--- config.mk ---
export PLATFORM = sky130hd
export DESIGN_NAME = ext_bus_seq
export DESIGN_NICKNAME = d
export VERILOG_FILES = /design/src/rtl/ebs_pkg.sv /design/src/rtl/ebs_phase_ctr.sv /design/src/rtl/ebs_req_latch.sv /design/src/rtl/ebs_pin_decode.sv /design/src/rtl/ebs_rd_capture.sv /design/src/rtl/ext_bus_seq.sv
export SDC_FILE = /design/constraint.sdc
export NUM_CORES = 1
export LEC_CHECK = 0
export BUFFER_PORTS_ARGS = -buffer_cell sky130_fd_sc_hd__buf_2
export CAP_MARGIN = 20
export CORE_ASPECT_RATIO = 0.5
export CORE_MARGIN = 5
export CORE_UTILIZATION = 45
export CTS_BUF_LIST = sky130_fd_sc_hd__clkbuf_4
export CTS_CLUSTER_DIAMETER = 50
export DETAILED_ROUTE_END_ITERATION = 7
export PLACE_DENSITY_LB_ADDON = 0.08
export SLEW_MARGIN = 25
export SYNTH_ARGS = -nofsm -noshare
export SYNTH_HDL_FRONTEND = slang
export SYNTH_SLANG_ARGS = --single-unit
--- constraint.sdc ---
create_clock -name clk -period 5 [get_ports clk]
set_clock_uncertainty 0.1 [all_clocks]
set_input_delay 0.75 -clock clk [delete_from_list [all_inputs] [get_ports clk]]
set_output_delay 0.75 -clock clk [all_outputs]
set_load 0.02 [all_outputs]
--- src/rtl/ebs_pkg.sv ---
// Shared types and machine-cycle timing positions for the external bus sequencer.
// Assumes one clock per oscillator period and a twelve-position machine cycle.
package ebs_pkg;

    typedef enum logic [1:0] {
        CMD_IDLE  = 2'd0,
        CMD_FETCH = 2'd1,
        CMD_READ  = 2'd2,
        CMD_WRITE = 2'd3
    } bus_cmd_e;

    localparam int unsigned POS_W = 4;
    localparam logic [POS_W-1:0] MC_LEN_M1   = 4'd11; // last position of a machine cycle
    localparam logic [POS_W-1:0] HALF_LEN    = 4'd6;  // positions per fetch half
    localparam logic [POS_W-1:0] ALE_LAST    = 4'd1;  // ale high up to here in a half
    localparam logic [POS_W-1:0] ADDR_LAST   = 4'd2;  // address held up to here
    localparam logic [POS_W-1:0] PSEN_FIRST  = 4'd3;  // program strobe starts here in a half
    localparam logic [POS_W-1:0] HALF_LAST   = 4'd5;  // fetch byte sampled at end of this
    localparam logic [POS_W-1:0] STB_FIRST   = 4'd4;  // data strobe first position
    localparam logic [POS_W-1:0] STB_LAST    = 4'd9;  // data strobe last position
    localparam logic [POS_W-1:0] WDATA_LAST  = 4'd10; // write data held up to here

endpackage

--- src/rtl/ebs_phase_ctr.sv ---
// Machine-cycle position counter: counts 0..11 once per clock and flags the last position.
// Assumes a synchronous active-low reset that returns the counter to position 0.
module ebs_phase_ctr
    import ebs_pkg::*;
(
    input  logic             clk,
    input  logic             rst_n,
    output logic [POS_W-1:0] pos,
    output logic             last
);

    // Advance the position and wrap after the last position of the machine cycle.
    always_ff @(posedge clk) begin
        if (!rst_n) begin
            pos <= '0;
        end else if (pos == MC_LEN_M1) begin
            pos <= '0;
        end else begin
            pos <= pos + 1'b1;
        end
    end

    // Flag the clock whose closing edge samples the next request.
    always_comb begin
        last = (pos == MC_LEN_M1);
    end

endmodule

--- src/rtl/ebs_req_latch.sv ---
// Request register: holds command, address, write data and addressing mode for one machine cycle.
// Assumes the caller asserts take only at the last position of a machine cycle.
module ebs_req_latch
    import ebs_pkg::*;
#(
    parameter int unsigned ADDR_W = 16,
    parameter int unsigned DATA_W = 8
) (
    input  logic              clk,
    input  logic              rst_n,
    input  logic              take,
    input  bus_cmd_e          in_cmd,
    input  logic [ADDR_W-1:0] in_addr,
    input  logic [DATA_W-1:0] in_wdata,
    input  logic              in_a16,
    output bus_cmd_e          cur_cmd,
    output logic [ADDR_W-1:0] cur_addr,
    output logic [DATA_W-1:0] cur_wdata,
    output logic              cur_a16
);

    // Capture the request at the machine-cycle boundary, idle after reset.
    always_ff @(posedge clk) begin
        if (!rst_n) begin
            cur_cmd   <= CMD_IDLE;
            cur_addr  <= '0;
            cur_wdata <= '0;
            cur_a16   <= 1'b0;
        end else if (take) begin
            cur_cmd   <= in_cmd;
            cur_addr  <= in_addr;
            cur_wdata <= in_wdata;
            cur_a16   <= in_a16;
        end
    end

endmodule

--- src/rtl/ebs_pin_decode.sv ---
// Pin decoder: derives strobes, port drives and the capture request from position and request.
// Assumes ADDR_W equals twice DATA_W; outputs are decoded from registered state only.
module ebs_pin_decode
    import ebs_pkg::*;
#(
    parameter int unsigned ADDR_W = 16,
    parameter int unsigned DATA_W = 8
) (
    input  logic              rst_n,
    input  logic [POS_W-1:0]  pos,
    input  bus_cmd_e          cmd,
    input  logic [ADDR_W-1:0] addr,
    input  logic [DATA_W-1:0] wdata,
    input  logic              a16,
    input  logic [DATA_W-1:0] p0_latch,
    input  logic [DATA_W-1:0] p2_latch,
    output logic [DATA_W-1:0] p0_out,
    output logic [DATA_W-1:0] p0_oe,
    output logic [DATA_W-1:0] p2_out,
    output logic              ale,
    output logic              psen_n,
    output logic              rd_n,
    output logic              wr_n,
    output logic              cap_now
);

    localparam logic [DATA_W-1:0] ALL_ON  = {DATA_W{1'b1}};
    localparam logic [DATA_W-1:0] ALL_OFF = {DATA_W{1'b0}};

    logic              second_half;
    logic [POS_W-1:0]  sub;
    logic [ADDR_W-1:0] byte_addr;
    logic [DATA_W-1:0] port_oe;
    logic              in_stb;

    // Open-drain port mode: each bit drives low only where its latch holds 0.
    for (genvar b = 0; b < DATA_W; b++) begin : g_od
        assign port_oe[b] = ~p0_latch[b];
    end

    // Split the position into fetch half and position inside the half.
    always_comb begin
        second_half = (pos >= HALF_LEN);
        sub         = second_half ? (pos - HALF_LEN) : pos;
        byte_addr   = addr + ADDR_W'(second_half && (cmd == CMD_FETCH));
        in_stb      = (pos >= STB_FIRST) && (pos <= STB_LAST);
    end

    // Decode every pin for the current position and request kind.
    always_comb begin
        ale     = 1'b0;
        psen_n  = 1'b1;
        rd_n    = 1'b1;
        wr_n    = 1'b1;
        cap_now = 1'b0;
        p0_out  = ALL_OFF;
        p0_oe   = ALL_OFF;
        p2_out  = p2_latch;
        unique case (cmd)
            CMD_IDLE: begin
                ale   = (sub <= ALE_LAST);
                p0_oe = port_oe;
            end
            CMD_FETCH: begin
                ale    = (sub <= ALE_LAST);
                psen_n = !(sub >= PSEN_FIRST);
                p2_out = byte_addr[ADDR_W-1 -: DATA_W];
                if (sub <= ADDR_LAST) begin
                    p0_out = byte_addr[DATA_W-1:0];
                    p0_oe  = ALL_ON;
                end
                cap_now = (sub == HALF_LAST);
            end
            CMD_READ: begin
                ale  = (pos <= ALE_LAST);
                rd_n = !in_stb;
                if (a16) p2_out = addr[ADDR_W-1 -: DATA_W];
                if (pos <= ADDR_LAST) begin
                    p0_out = addr[DATA_W-1:0];
                    p0_oe  = ALL_ON;
                end
                cap_now = (pos == STB_LAST);
            end
            CMD_WRITE: begin
                ale  = (pos <= ALE_LAST);
                wr_n = !in_stb;
                if (a16) p2_out = addr[ADDR_W-1 -: DATA_W];
                if (pos <= ADDR_LAST) begin
                    p0_out = addr[DATA_W-1:0];
                    p0_oe  = ALL_ON;
                end else if (pos <= WDATA_LAST) begin
                    p0_out = wdata;
                    p0_oe  = ALL_ON;
                end
            end
            default: ;
        endcase
        if (!rst_n) begin
            ale     = 1'b0;
            psen_n  = 1'b1;
            rd_n    = 1'b1;
            wr_n    = 1'b1;
            cap_now = 1'b0;
        end
    end

endmodule

--- src/rtl/ebs_rd_capture.sv ---
// Read capture: samples the low port when requested and pulses valid for one clock.
// Assumes cap_now is high only during the last clock of a read or program strobe.
module ebs_rd_capture #(
    parameter int unsigned DATA_W = 8
) (
    input  logic              clk,
    input  logic              rst_n,
    input  logic              cap_now,
    input  logic [DATA_W-1:0] pin,
    output logic [DATA_W-1:0] data,
    output logic              valid
);

    // Hold the last sampled byte and flag the clock that follows each sample.
    always_ff @(posedge clk) begin
        if (!rst_n) begin
            data  <= '0;
            valid <= 1'b0;
        end else begin
            valid <= cap_now;
            if (cap_now) data <= pin;
        end
    end

endmodule

--- src/rtl/ext_bus_seq.sv ---
// External bus sequencer top: one request per twelve-clock machine cycle on a multiplexed bus.
// Assumes the core presents its request while mc_last is high; ADDR_W = 2 * DATA_W.
module ext_bus_seq
    import ebs_pkg::*;
#(
    parameter int unsigned ADDR_W = 16,
    parameter int unsigned DATA_W = 8
) (
    input  logic              clk,
    input  logic              rst_n,
    input  logic [1:0]        req_cmd,
    input  logic [ADDR_W-1:0] req_addr,
    input  logic [DATA_W-1:0] req_wdata,
    input  logic              req_a16,
    input  logic [DATA_W-1:0] p2_latch,
    input  logic [DATA_W-1:0] p0_latch,
    input  logic [DATA_W-1:0] p0_in,
    output logic [DATA_W-1:0] p0_out,
    output logic [DATA_W-1:0] p0_oe,
    output logic [DATA_W-1:0] p2_out,
    output logic              ale,
    output logic              psen_n,
    output logic              rd_n,
    output logic              wr_n,
    output logic              mc_last,
    output logic [DATA_W-1:0] rdata,
    output logic              rvalid
);

    logic [POS_W-1:0]  pos;
    bus_cmd_e          cur_cmd;
    logic [ADDR_W-1:0] cur_addr;
    logic [DATA_W-1:0] cur_wdata;
    logic              cur_a16;
    logic              cap_now;

    ebs_phase_ctr u_ctr (
        .clk   (clk),
        .rst_n (rst_n),
        .pos   (pos),
        .last  (mc_last)
    );

    ebs_req_latch #(.ADDR_W(ADDR_W), .DATA_W(DATA_W)) u_req (
        .clk       (clk),
        .rst_n     (rst_n),
        .take      (mc_last),
        .in_cmd    (bus_cmd_e'(req_cmd)),
        .in_addr   (req_addr),
        .in_wdata  (req_wdata),
        .in_a16    (req_a16),
        .cur_cmd   (cur_cmd),
        .cur_addr  (cur_addr),
        .cur_wdata (cur_wdata),
        .cur_a16   (cur_a16)
    );

    ebs_pin_decode #(.ADDR_W(ADDR_W), .DATA_W(DATA_W)) u_dec (
        .rst_n    (rst_n),
        .pos      (pos),
        .cmd      (cur_cmd),
        .addr     (cur_addr),
        .wdata    (cur_wdata),
        .a16      (cur_a16),
        .p0_latch (p0_latch),
        .p2_latch (p2_latch),
        .p0_out   (p0_out),
        .p0_oe    (p0_oe),
        .p2_out   (p2_out),
        .ale      (ale),
        .psen_n   (psen_n),
        .rd_n     (rd_n),
        .wr_n     (wr_n),
        .cap_now  (cap_now)
    );

    ebs_rd_capture #(.DATA_W(DATA_W)) u_cap (
        .clk     (clk),
        .rst_n   (rst_n),
        .cap_now (cap_now),
        .pin     (p0_in),
        .data    (rdata),
        .valid   (rvalid)
    );

endmodule

==> flow_metrics.env <==
export IMPL_finalSetupTns_ns=0
export IMPL_area_growth_synth_to_final_pct=21.51
export IMPL_outcome="completed"
export IMPL_p_leak_nw=1.320
export IMPL_final_nets=481
export IMPL_synth_top_area_frac=0.3136
export IMPL_global_route_usage_met1=0.2792
export IMPL_antenna_found_initial=0
export IMPL_synthFlopType="dfxtp_1"
export IMPL_met2_usage=0.2785
export IMPL_clk_path_buf_depth=2
export IMPL_htreeDepth=2
export IMPL_ant_nets=0
export IMPL_finish_utilization=0.5650
export IMPL_crit_path_max_fanout=12
export IMPL_die_w_um=116.5
export IMPL_diodes=0
export IMPL_dpl_instance_area_um2=3020
export IMPL_initial_core_util=0.4650
export IMPL_hold_buffers=0
export IMPL_maxCapViolations=0
export IMPL_grt_busiest_layer="met1"
export IMPL_period_needed_ns=4.104
export IMPL_worst_slack_ns=0.8962
export IMPL_finalCritPeriodShare=0.8208
export IMPL_cts_buffers=5
export IMPL_grt_max_degree=51
export IMPL_drive_gt1_frac=0.2596
export IMPL_drv_slew=0
export IMPL_rr_worst_depth=6
export IMPL_yosysTopAreaCell="dfxtp_1"
export IMPL_seq_area_um2=800.8
export IMPL_whs_ns=0.3713
export IMPL_synth_async_sr_flop_share=0
export IMPL_ctsRootBufferMaster="clkbuf_4"
export IMPL_preCtsSetupSlack_ns=1.319
export IMPL_insertion_delay_ns=0.34
export IMPL_grt_pass1_wl_um=11630
export IMPL_max_slew_worst_pin_slew_ns=0.7390
export IMPL_synthTopCellsByArea="dfxtp_1 (31%), nand2_1 (13%), a21boi_0 (8.2%)"
export IMPL_portBuffers=90
export IMPL_firstDrtPassIters=5
export IMPL_cts_resized=0
export IMPL_setup_viol=0
export IMPL_grt_usage=0.1905
export IMPL_irDropWorstVdd_mv=0.1311
export IMPL_fmax_mhz=243.7
export IMPL_syn_cell_area_um2=2554
export IMPL_synth_seq_cells=40
export IMPL_wl_per_cell_um=14.31
export IMPL_cp_arrival_ns=3.25
export IMPL_worstHoldPathType="flop to flop"
export IMPL_hold_viol_final=0
export IMPL_wl_um=6999
export IMPL_avgViaCountPerCell=5.280
export IMPL_postCtsSetupRepairBufs=0
export IMPL_met3_usage=0.06597
export IMPL_syn_area_per_cell_um2=7.600
export IMPL_ys_seq_area_frac=0.3136
export IMPL_num_io_pins=91
export IMPL_worst_setup_path_type="flop to output port"
export IMPL_synthTopCellsByCount="nand2_1 (88), dfxtp_1 (40), a21boi_0 (28)"
export IMPL_whs_path_depth=2
export IMPL_drc=0
export IMPL_grt_overflow=0
export IMPL_rsz0062_at_grt="false"
export IMPL_max_slew_margin_rel=0.5074
export IMPL_synth_most_common_cell="nand2_1"
export IMPL_numClockSinks=40
export IMPL_multi_input_area_um2=1643
export IMPL_syn_nets=402
export IMPL_end_kind="output port"
export IMPL_rows=19
export IMPL_die_area_um2=7373
export IMPL_clk_pin_slew_ns=0.12
export IMPL_fillers=526
export IMPL_core_area_um2=5492
export IMPL_cp_required_ns=4.15
export IMPL_gp_congestion=0.9052
export IMPL_die_height_um=63.27
export IMPL_drt_iter0_markers=233
export IMPL_grt_pass1_vias=2434
export IMPL_power_density_nw_per_um2=200.7
export IMPL_tritoncts="yes"
export IMPL_cp_start_kind="flop"
export IMPL_ys_types=41
export IMPL_fin_area_um2=3103
export IMPL_hpwlAfterDp_um=5254
export IMPL_netlist_instances=336
export IMPL_vias=2582
export IMPL_synth_edf_count=0
export IMPL_yosysWarnings=0
==> cell usage in the layout (no fill, tap or decap), drive strengths merged, types with 3 or more instances in the layout <==
cell and instances:
a22oi 14, o21ai 16, clkbuf 5, and3 4, a21boi 29, mux2i 10
buf 90, nor2 16, nand2b 3, or2 3, o22ai 7, xor2 11
nand3 12, dfxtp 40, nor2b 4, a21oi 19, ha 13, nand2 88
inv 10
==> path summary, 6_finish.rpt <==
| kind | start | to | slack (ns) |
|---|---|---|---|
| setup reg to reg | u_ctr.pos[1] | u_cap.data[3] | 2.67 |
| setup / recovery | u_ctr.pos[1] | p2_out[5] | 0.90 |
| hold / removal | u_cap.data[0] | u_cap.data[0] | 0.37 |
| hold reg to reg | u_cap.data[0] | u_cap.data[0] | 0.37 |
==> routing by layer <==
| metal | wire, µm | up-vias | share of wire |
|---|---|---|---|
| li1 | - | 1312 | - |
| met1 | 3381 | 1151 | 0.48 |
| met2 | 2831 | 117 | 0.40 |
| met3 | 767 | 2 | 0.11 |
| met4 | 19 | 0 | 0.0027 |
| met5 | 0 | - | 0 |
==> final cells by class <==
type	instances	share of cell area
inverters	10	0.01210
repair buffers	90	0.1452
well taps	73	0.02944
clock inverters	3	0.01371
multi-input cells	268	0.5294
clock buffers	5	0.01210
flip-flops and latches	40	0.2581
==> per-stage QoR <==
stage,instances,power [mW]
detailed placement,481,0.4139
finish,489,0.6229
global route,489,0.6561
floorplan,336,0.3792
global placement,481,0.4122
CTS,489,0.6302
==> sequential cells by signal (all words and copies together), names as in the netlist <==
register         flops
u_req.cur_addr      16
u_cap.data           8
u_cap.valid          1
u_req.cur_a16        1
u_req.cur_wdata      8
u_ctr.pos            4
u_req.cur_cmd        2
==> cells by family (layout without fill, tap and decap cells) <==
family | after synthesis | in the layout | synth area share
buf+inv | 28 | 108 | 0.04703
fa+ha+maj | 14 | 14 | 0.06811
flops | 40 | 40 | 0.3136
simple gates | 137 | 137 | 0.2278
mux | 12 | 12 | 0.04802
compound gates | 93 | 93 | 0.2543
xor+xnor | 12 | 12 | 0.04116
==> power by group <==
| part | total [mW] | internal (mW) | switching (mW) | leakage, nW |
|---|---|---|---|---|
| clock | 0.215 | 0.105 | 0.111 | 0.0428 |
| sequential | 0.327 | 0.321 | 0.00625 | 0.323 |
| combinational | 0.0808 | 0.0375 | 0.0433 | 0.955 |
==> worst max-delay path, cell delays in order, from the launching register on <==
cell,delay [ns]
dfxtp_1,0.59
ha_1,0.31
nand2b_1,0.15
a21boi_0,0.29
ha_1,0.24
nand3_1,0.14
nor4_1,0.52
nand3_1,0.18
xor2_1,0.17
a21oi_1,0.15
buf_2,0.18
Note: power is estimated with default switching activity, not from simulation.
